`config.mk`:
```
export PLATFORM = sky130hd
export DESIGN_NAME = reset_vector_seq
export DESIGN_NICKNAME = d
export VERILOG_FILES = /design/src/rtl/rvf_pkg.sv /design/src/rtl/rvf_seq_ctrl.sv /design/src/rtl/rvf_regs.sv /design/src/rtl/rvf_bus_mux.sv /design/src/rtl/reset_vector_seq.sv
export SDC_FILE = /design/constraint.sdc
export NUM_CORES = 1
export LEC_CHECK = 0
export ABC_AREA = 1
export BUFFER_PORTS_ARGS = -buffer_cell sky130_fd_sc_hd__buf_4
export CELL_PAD_IN_SITES_DETAIL_PLACEMENT = 1
export CELL_PAD_IN_SITES_GLOBAL_PLACEMENT = 2
export CORE_AREA = 2 2 89 91
export DETAILED_ROUTE_END_ITERATION = 8
export DIE_AREA = 0 0 91 93
export PLACE_DENSITY = 0.83
export SETUP_SLACK_MARGIN = 0.5
export SYNTH_ARGS = -nofsm -noshare
export SYNTH_HDL_FRONTEND = slang
export SYNTH_SLANG_ARGS = --single-unit
```
`constraint.sdc`:
```
create_clock -name clk -period 1.35 [get_ports clk]
set_input_delay 0.135 -clock clk [delete_from_list [all_inputs] [get_ports clk]]
set_output_delay 0.135 -clock clk [all_outputs]
set_load 0.1 [all_outputs]
```
`src/rtl/rvf_pkg.sv`:
```
package rvf_pkg;
   typedef enum logic [3:0] {
      ST_IDLE,
      ST_C0,
      ST_C1,
      ST_C2,
      ST_C3,
      ST_C4,
      ST_C5,
      ST_C6,
      ST_DONE,
      ST_RUN
   } rvf_state_t;

   localparam int unsigned SEQ_LEN = 7;
endpackage

```
`src/rtl/rvf_seq_ctrl.sv`:
```
module rvf_seq_ctrl
   import rvf_pkg::*;
(
   input  logic clk,
   input  logic rst_n,
   output logic seq_active,
   output logic stack_cyc,
   output logic vlo_cyc,
   output logic vhi_cyc,
   output logic done_cyc
);
   rvf_state_t st_q, st_d;

   always_comb begin
      case (st_q)
         ST_IDLE: st_d = ST_C0;
         ST_C0:   st_d = ST_C1;
         ST_C1:   st_d = ST_C2;
         ST_C2:   st_d = ST_C3;
         ST_C3:   st_d = ST_C4;
         ST_C4:   st_d = ST_C5;
         ST_C5:   st_d = ST_C6;
         ST_C6:   st_d = ST_DONE;
         ST_DONE: st_d = ST_RUN;
         default: st_d = ST_RUN;
      endcase
   end

   always_ff @(posedge clk or negedge rst_n) begin
      if (!rst_n) st_q <= ST_IDLE;
      else        st_q <= st_d;
   end

   assign seq_active = (st_q >= ST_C0) && (st_q <= ST_C6);
   assign stack_cyc  = (st_q == ST_C2) || (st_q == ST_C3) || (st_q == ST_C4);
   assign vlo_cyc    = (st_q == ST_C5);
   assign vhi_cyc    = (st_q == ST_C6);
   assign done_cyc   = (st_q == ST_DONE);
endmodule

```
`src/rtl/rvf_regs.sv`:
```
module rvf_regs #(
   parameter int unsigned   DATA_W  = 8,
   parameter int unsigned   ADDR_W  = 16,
   parameter logic [7:0]    SP_INIT = 8'h00,
   parameter logic [15:0]   PC_INIT = 16'h0000
) (
   input  logic              clk,
   input  logic              rst_n,
   input  logic [DATA_W-1:0] din,
   input  logic              stack_cyc,
   input  logic              vlo_cyc,
   input  logic              vhi_cyc,
   output logic [DATA_W-1:0] sp_q,
   output logic [ADDR_W-1:0] pc_q
);
   logic [DATA_W-1:0] vlo_q;

   always_ff @(posedge clk or negedge rst_n) begin
      if (!rst_n) sp_q <= SP_INIT[DATA_W-1:0];
      else if (stack_cyc) sp_q <= sp_q - 1'b1;
   end

   always_ff @(posedge clk or negedge rst_n) begin
      if (!rst_n) vlo_q <= '0;
      else if (vlo_cyc) vlo_q <= din;
   end

   always_ff @(posedge clk or negedge rst_n) begin
      if (!rst_n) pc_q <= PC_INIT[ADDR_W-1:0];
      else if (vhi_cyc) pc_q <= {din, vlo_q};
   end
endmodule

```
`src/rtl/rvf_bus_mux.sv`:
```
module rvf_bus_mux #(
   parameter int unsigned  DATA_W     = 8,
   parameter int unsigned  ADDR_W     = 16,
   parameter logic [7:0]   STACK_PAGE = 8'h01,
   parameter logic [15:0]  VEC_ADDR   = 16'hFFFC,
   parameter logic [7:0]   FORCED_OP  = 8'h00
) (
   input  logic              seq_active,
   input  logic              stack_cyc,
   input  logic              vlo_cyc,
   input  logic              vhi_cyc,
   input  logic [DATA_W-1:0] sp_q,
   input  logic [ADDR_W-1:0] pc_q,
   input  logic [DATA_W-1:0] din,
   output logic [ADDR_W-1:0] addr,
   output logic              rw,
   output logic [DATA_W-1:0] opcode
);
   localparam logic [ADDR_W-1:0] VLO_A = VEC_ADDR[ADDR_W-1:0];
   localparam logic [ADDR_W-1:0] VHI_A = VLO_A + 1'b1;

   always_comb begin
      if (stack_cyc)    addr = {STACK_PAGE[DATA_W-1:0], sp_q};
      else if (vlo_cyc) addr = VLO_A;
      else if (vhi_cyc) addr = VHI_A;
      else              addr = pc_q;
   end

   // Reset flavour of the break sequence: stack cycles are reads.
   assign rw = 1'b1;

   for (genvar b = 0; b < DATA_W; b++) begin : g_pred
      assign opcode[b] = seq_active ? FORCED_OP[b] : din[b];
   end
endmodule

```
`src/rtl/reset_vector_seq.sv`:
```
module reset_vector_seq #(
   parameter int unsigned  DATA_W     = 8,
   parameter int unsigned  ADDR_W     = 16,
   parameter logic [7:0]   SP_INIT    = 8'h00,
   parameter logic [15:0]  PC_INIT    = 16'h0000,
   parameter logic [7:0]   STACK_PAGE = 8'h01,
   parameter logic [15:0]  VEC_ADDR   = 16'hFFFC,
   parameter logic [7:0]   FORCED_OP  = 8'h00
) (
   input  logic              clk,
   input  logic              rst_n,
   input  logic [DATA_W-1:0] din,
   output logic [ADDR_W-1:0] addr,
   output logic              rw,
   output logic [DATA_W-1:0] opcode,
   output logic              op_override,
   output logic [DATA_W-1:0] sp,
   output logic [ADDR_W-1:0] pc,
   output logic              done
);
   if (ADDR_W != 2 * DATA_W) begin : g_bad_width
      $error("reset_vector_seq: ADDR_W must be twice DATA_W");
   end
   if (DATA_W != 8) begin : g_bad_data
      $error("reset_vector_seq: DATA_W must be 8");
   end

   logic seq_active, stack_cyc, vlo_cyc, vhi_cyc, done_cyc;

   rvf_seq_ctrl u_ctrl (
      .clk        (clk),
      .rst_n      (rst_n),
      .seq_active (seq_active),
      .stack_cyc  (stack_cyc),
      .vlo_cyc    (vlo_cyc),
      .vhi_cyc    (vhi_cyc),
      .done_cyc   (done_cyc)
   );

   rvf_regs #(
      .DATA_W (DATA_W), .ADDR_W (ADDR_W), .SP_INIT (SP_INIT), .PC_INIT (PC_INIT)
   ) u_regs (
      .clk       (clk),
      .rst_n     (rst_n),
      .din       (din),
      .stack_cyc (stack_cyc),
      .vlo_cyc   (vlo_cyc),
      .vhi_cyc   (vhi_cyc),
      .sp_q      (sp),
      .pc_q      (pc)
   );

   rvf_bus_mux #(
      .DATA_W (DATA_W), .ADDR_W (ADDR_W), .STACK_PAGE (STACK_PAGE),
      .VEC_ADDR (VEC_ADDR), .FORCED_OP (FORCED_OP)
   ) u_mux (
      .seq_active (seq_active),
      .stack_cyc  (stack_cyc),
      .vlo_cyc    (vlo_cyc),
      .vhi_cyc    (vhi_cyc),
      .sp_q       (sp),
      .pc_q       (pc),
      .din        (din),
      .addr       (addr),
      .rw         (rw),
      .opcode     (opcode)
   );

   assign op_override = seq_active;
   assign done        = done_cyc;
endmodule

```
==> summary.txt <==
Status
  • Outcome: complete, but fails checks
  • Failing checks: negative setup slack

Global routing
  • GRT overflow: 0
  • Vias in the first global route: ~2300
  • Grt peak-use layer: met2
  • Initial antenna violation count: 0
  • Grt met1 use: 0.195
  • Largest net degree at the start of global routing: 37
  • Met3 Usage GRT: 0.0411
  • First-pass GRT wire length: 12100 µm
  • Global routing usage on met2: 0.367
  • Global Route Usage Sum: 0.185

Die
  • Core ar.: 0.00753 mm²
  • Die X: 91 µm
  • Io pins: 61
  • Die area: 0.00846 mm²
  • Starting density of the core: 0.252
  • Row count: 32
  • Die H: 93 µm

Critical path
  • Biggest cell delay along the critical path: approximately 0.44 ns
  • Crit path buf inv count: 4
  • Worst-path cell chain: inv_4, ha_4, inv_4, nand2_4, nand2_8, nand2_8, buf_12, a21oi_4, buf_12
  • Slowest CP cell: dfrtp_2
  • R2R setup slack: -0.22 ns
  • Worst-path fanout max: 8
  • CP arrival: 1.84 ns
  • Crit path launch type: flop
  • Required time worst endpoint: about 1.2 ns
  • Reg2Reg Depth: 7
  • Critical path class: reg -> out
  • Crit path capture type: output port
  • RR Startpoint: u_ctrl.st_q[0]
  • CP top delay family: buffers and inverters
  • FF-to-FF End: u_regs.pc_q[12]

Clocking
  • Clk buf depth: 2
  • Root Buffer: clkbuf_8
  • Clk_lat worst skew: 0.30 ns
  • Clock-pin slew on the worst setup and hold paths: around 0.08 ns
  • # clock sinks: 36
  • CTS tree: done
  • CTS Buf Count: 5
  • H-tree levels: 2

Power and ir drop
  • P_int: 2020 µW
  • Power Dens Cells: between 700 and 800 mW/mm²
  • Leak Pwr: ~0.0019 µW
  • Sw Share: 0.359
  • Maximum VDD drop: a little under 0.0005 V
  • Clk pwr share: 0.313
  • Combinational power share: 0.317
  • P_sw: 1130 µW
  • Sequential power share: 0.371

Placement
  • Final HPWL from detailed placement: between 4000 and 5000 µm
  • # port buffers: 59
  • GP Congestion: 0.792
  • Post-place setup slack: -0.536 ns

Finish
  • Nets: about 360
  • ANT cells: 0
  • Fill count: slightly above 800
  • Synth-to-Final Area Change: 130%
  • Share of cells above drive strength 1: 0.705

Synth
  • Synthesized flop and latch total: 36
  • Syn Nets: 244
  • Yosys top cell area share: 0.475
  • Synth unique cells: 27
  • Post-synthesis sequential area ratio: 0.475
  • Largest cells by area after synthesis: dfrtp_1 47%, nand2_1 11%, nor2_1 5.9%
  • Mapped cell area: ~0.0019 mm²
  • Post-synth EDFFs: 0
  • Top cells by count, synth: 55 x nand2_1, 36 x dfrtp_1, 30 x nor2_1
  • Synth warn: 0
  • Count leader, synth: nand2_1
  • Cell taking the most area after synthesis: dfrtp_1
  • Post-synth ARST share: 1.00
  • Primary FF master, synth: dfrtp_1
  • Synthesized area per cell: about 8.3 µm²
  • Synthesized instance count: roughly 230

Hold path
  • Worst hold start: din[3]
  • Hold path endpoint: u_regs.pc_q[11]
  • Min-Delay Path Class: in -> reg
  • Hold path cells: 3

Timing
  • Final setup violation count: 57
  • Post-layout minimum cycle time: a little under 2 ns
  • Final worst-path setup slack: -0.624 ns
  • Final Hold Vio Count: 0
  • Max Freq: between 500 and 600 MHz
  • TNS Setup: -19.39 ns
  • Final Max Tran Viols: 0
  • Unrepaired setup endpoints after global routing: yes
  • Final Skew: around 0.008 ns
  • Final period util: 1.46

Run
  • Max-cap viol count: 0

Detailed routing
  • Vias: around 2000
  • Residual DRC: 0
  • Routed len/inst: approximately 17 µm
  • DRT iter0 DRCs: 46
  • Detail Route Antenna Nets: 0
  • Post-Route WL: roughly 7800 µm
  • DR vias/cell: approximately 4.5
  • Drt first pass iters: 4
[registers in the layout, indices dropped and copies added, names as in the netlist]
name          count
u_regs.sp_q       8
u_regs.vlo_q      8
u_regs.pc_q      16
u_ctrl.st_q       4
[worst reg2reg max path, cell delays in order, from the launching register on]
cell	delay, ns
dfrtp_2	0.46
buf_6	0.14
ha_4	0.18
nand3_4	0.19
buf_4	0.18
inv_6	0.05
buf_4	0.14
a21oi_1	0.15
[routing by layer]
layer / routed length [µm] / share of wire
met1: 2900 / 0.37
met2: 4400 / 0.57
met3: 304 / 0.039
met4: 149 / 0.019
met5: 0 / 0
[placed cells by master (no fill, tap or decap), types with 2 or more instances in the layout]
cell type	synthesis	routed
nor2_1	30	7
a21oi_2	7	2
nand3_2	4	3
nand2_1	55	35
o21a_1	7	7
nand3b_1	3	3
buf_12	1	53
o21ai_2	0	5
buf_4	1	37
inv_2	4	4
o21ai_1	8	4
dfrtp_4	0	2
nand2_8	0	4
a21oi_1	8	6
o21ai_4	0	8
clkbuf_8	0	5
nand3_1	3	2
nor2_4	1	24
ha_4	0	4
inv_4	0	4
buf_6	2	19
dfrtp_1	36	9
nand2_4	1	3
ha_1	6	2
nand3_4	0	3
nand2_2	2	18
a21oi_4	0	7
dfrtp_2	0	25
buf_8	1	3
inv_1	29	23
[worst max-delay path by stage]
stage / startpoint / cells after the start / slack, ns / to
floorplan: u_ctrl.st_q[0] / 4 / -0.75 / opcode[0]
global placement: u_ctrl.st_q[0] / 9 / -0.46 / addr[2]
detailed placement: u_ctrl.st_q[0] / 9 / -0.54 / addr[2]
CTS: u_ctrl.st_q[0] / 7 / -0.60 / addr[10]
global route: u_ctrl.st_q[0] / 7 / -0.69 / addr[8]
finish: u_ctrl.st_q[0] / 9 / -0.62 / addr[11]
[power groups by stage]
stage	Combinational (µW)	Clock [µW]	Sequential, µW
floorplan	417	0	1340
global placement	771	0	1170
detailed placement	780	0	1170
CTS	977	996	1160
global route	1030	1030	1170
finish	997	984	1170
[per-stage QoR]
stage / util / instances / power [µW] / area (µm²) / hold slack, ns
detailed placement: 0.401 / 419 / 1950 / 3020 / 0.129
global route: 0.580 / 448 / 3240 / 4360 / 0.168
global placement: 0.401 / 419 / 1940 / 3020 / 0.128
CTS: 0.551 / 440 / 3140 / 4150 / 0.150
finish: 0.580 / 448 / 3150 / 4360 / 0.154
floorplan: - / 228 / 1760 / 2230 / -0.161
[what timing repair did]
| item | CTS | global route |
|---|---|---|
| cloned | 5 | 1 |
| hold buffers | 1 | 0 |
| setup endpoints to repair | 86 | 86 |
| pin swaps | 18 | 13 |
| buffers inserted | 7 | 7 |
| gates resized for setup | 221 | 38 |
| endpoints found under the hold margin | 36 | 0 |
[final cells by class]
type                       instances  area, µm²  area share
clock buffer                       5       68.8      0.0158
timing repair inverter             1       8.76     0.00201
inverter                          33        151      0.0347
tap                              102        128      0.0293
multi-input combinational        153       1360       0.313
sequential                        36        940       0.215
clock inverter                     3       42.5     0.00975
timing repair buffer             115       1660       0.381
[logic make-up after synthesis]
family | share of synthesized area
adder cells (fa/ha/maj) | 0.0396
flip-flops | 0.475
XOR/XNOR | 0.00462
other | 0.00198
AO/OA/AOI/OAI | 0.135
AND/OR/NAND/NOR | 0.234
buffers and inverters | 0.110
(Power assumes the default switching activity.)
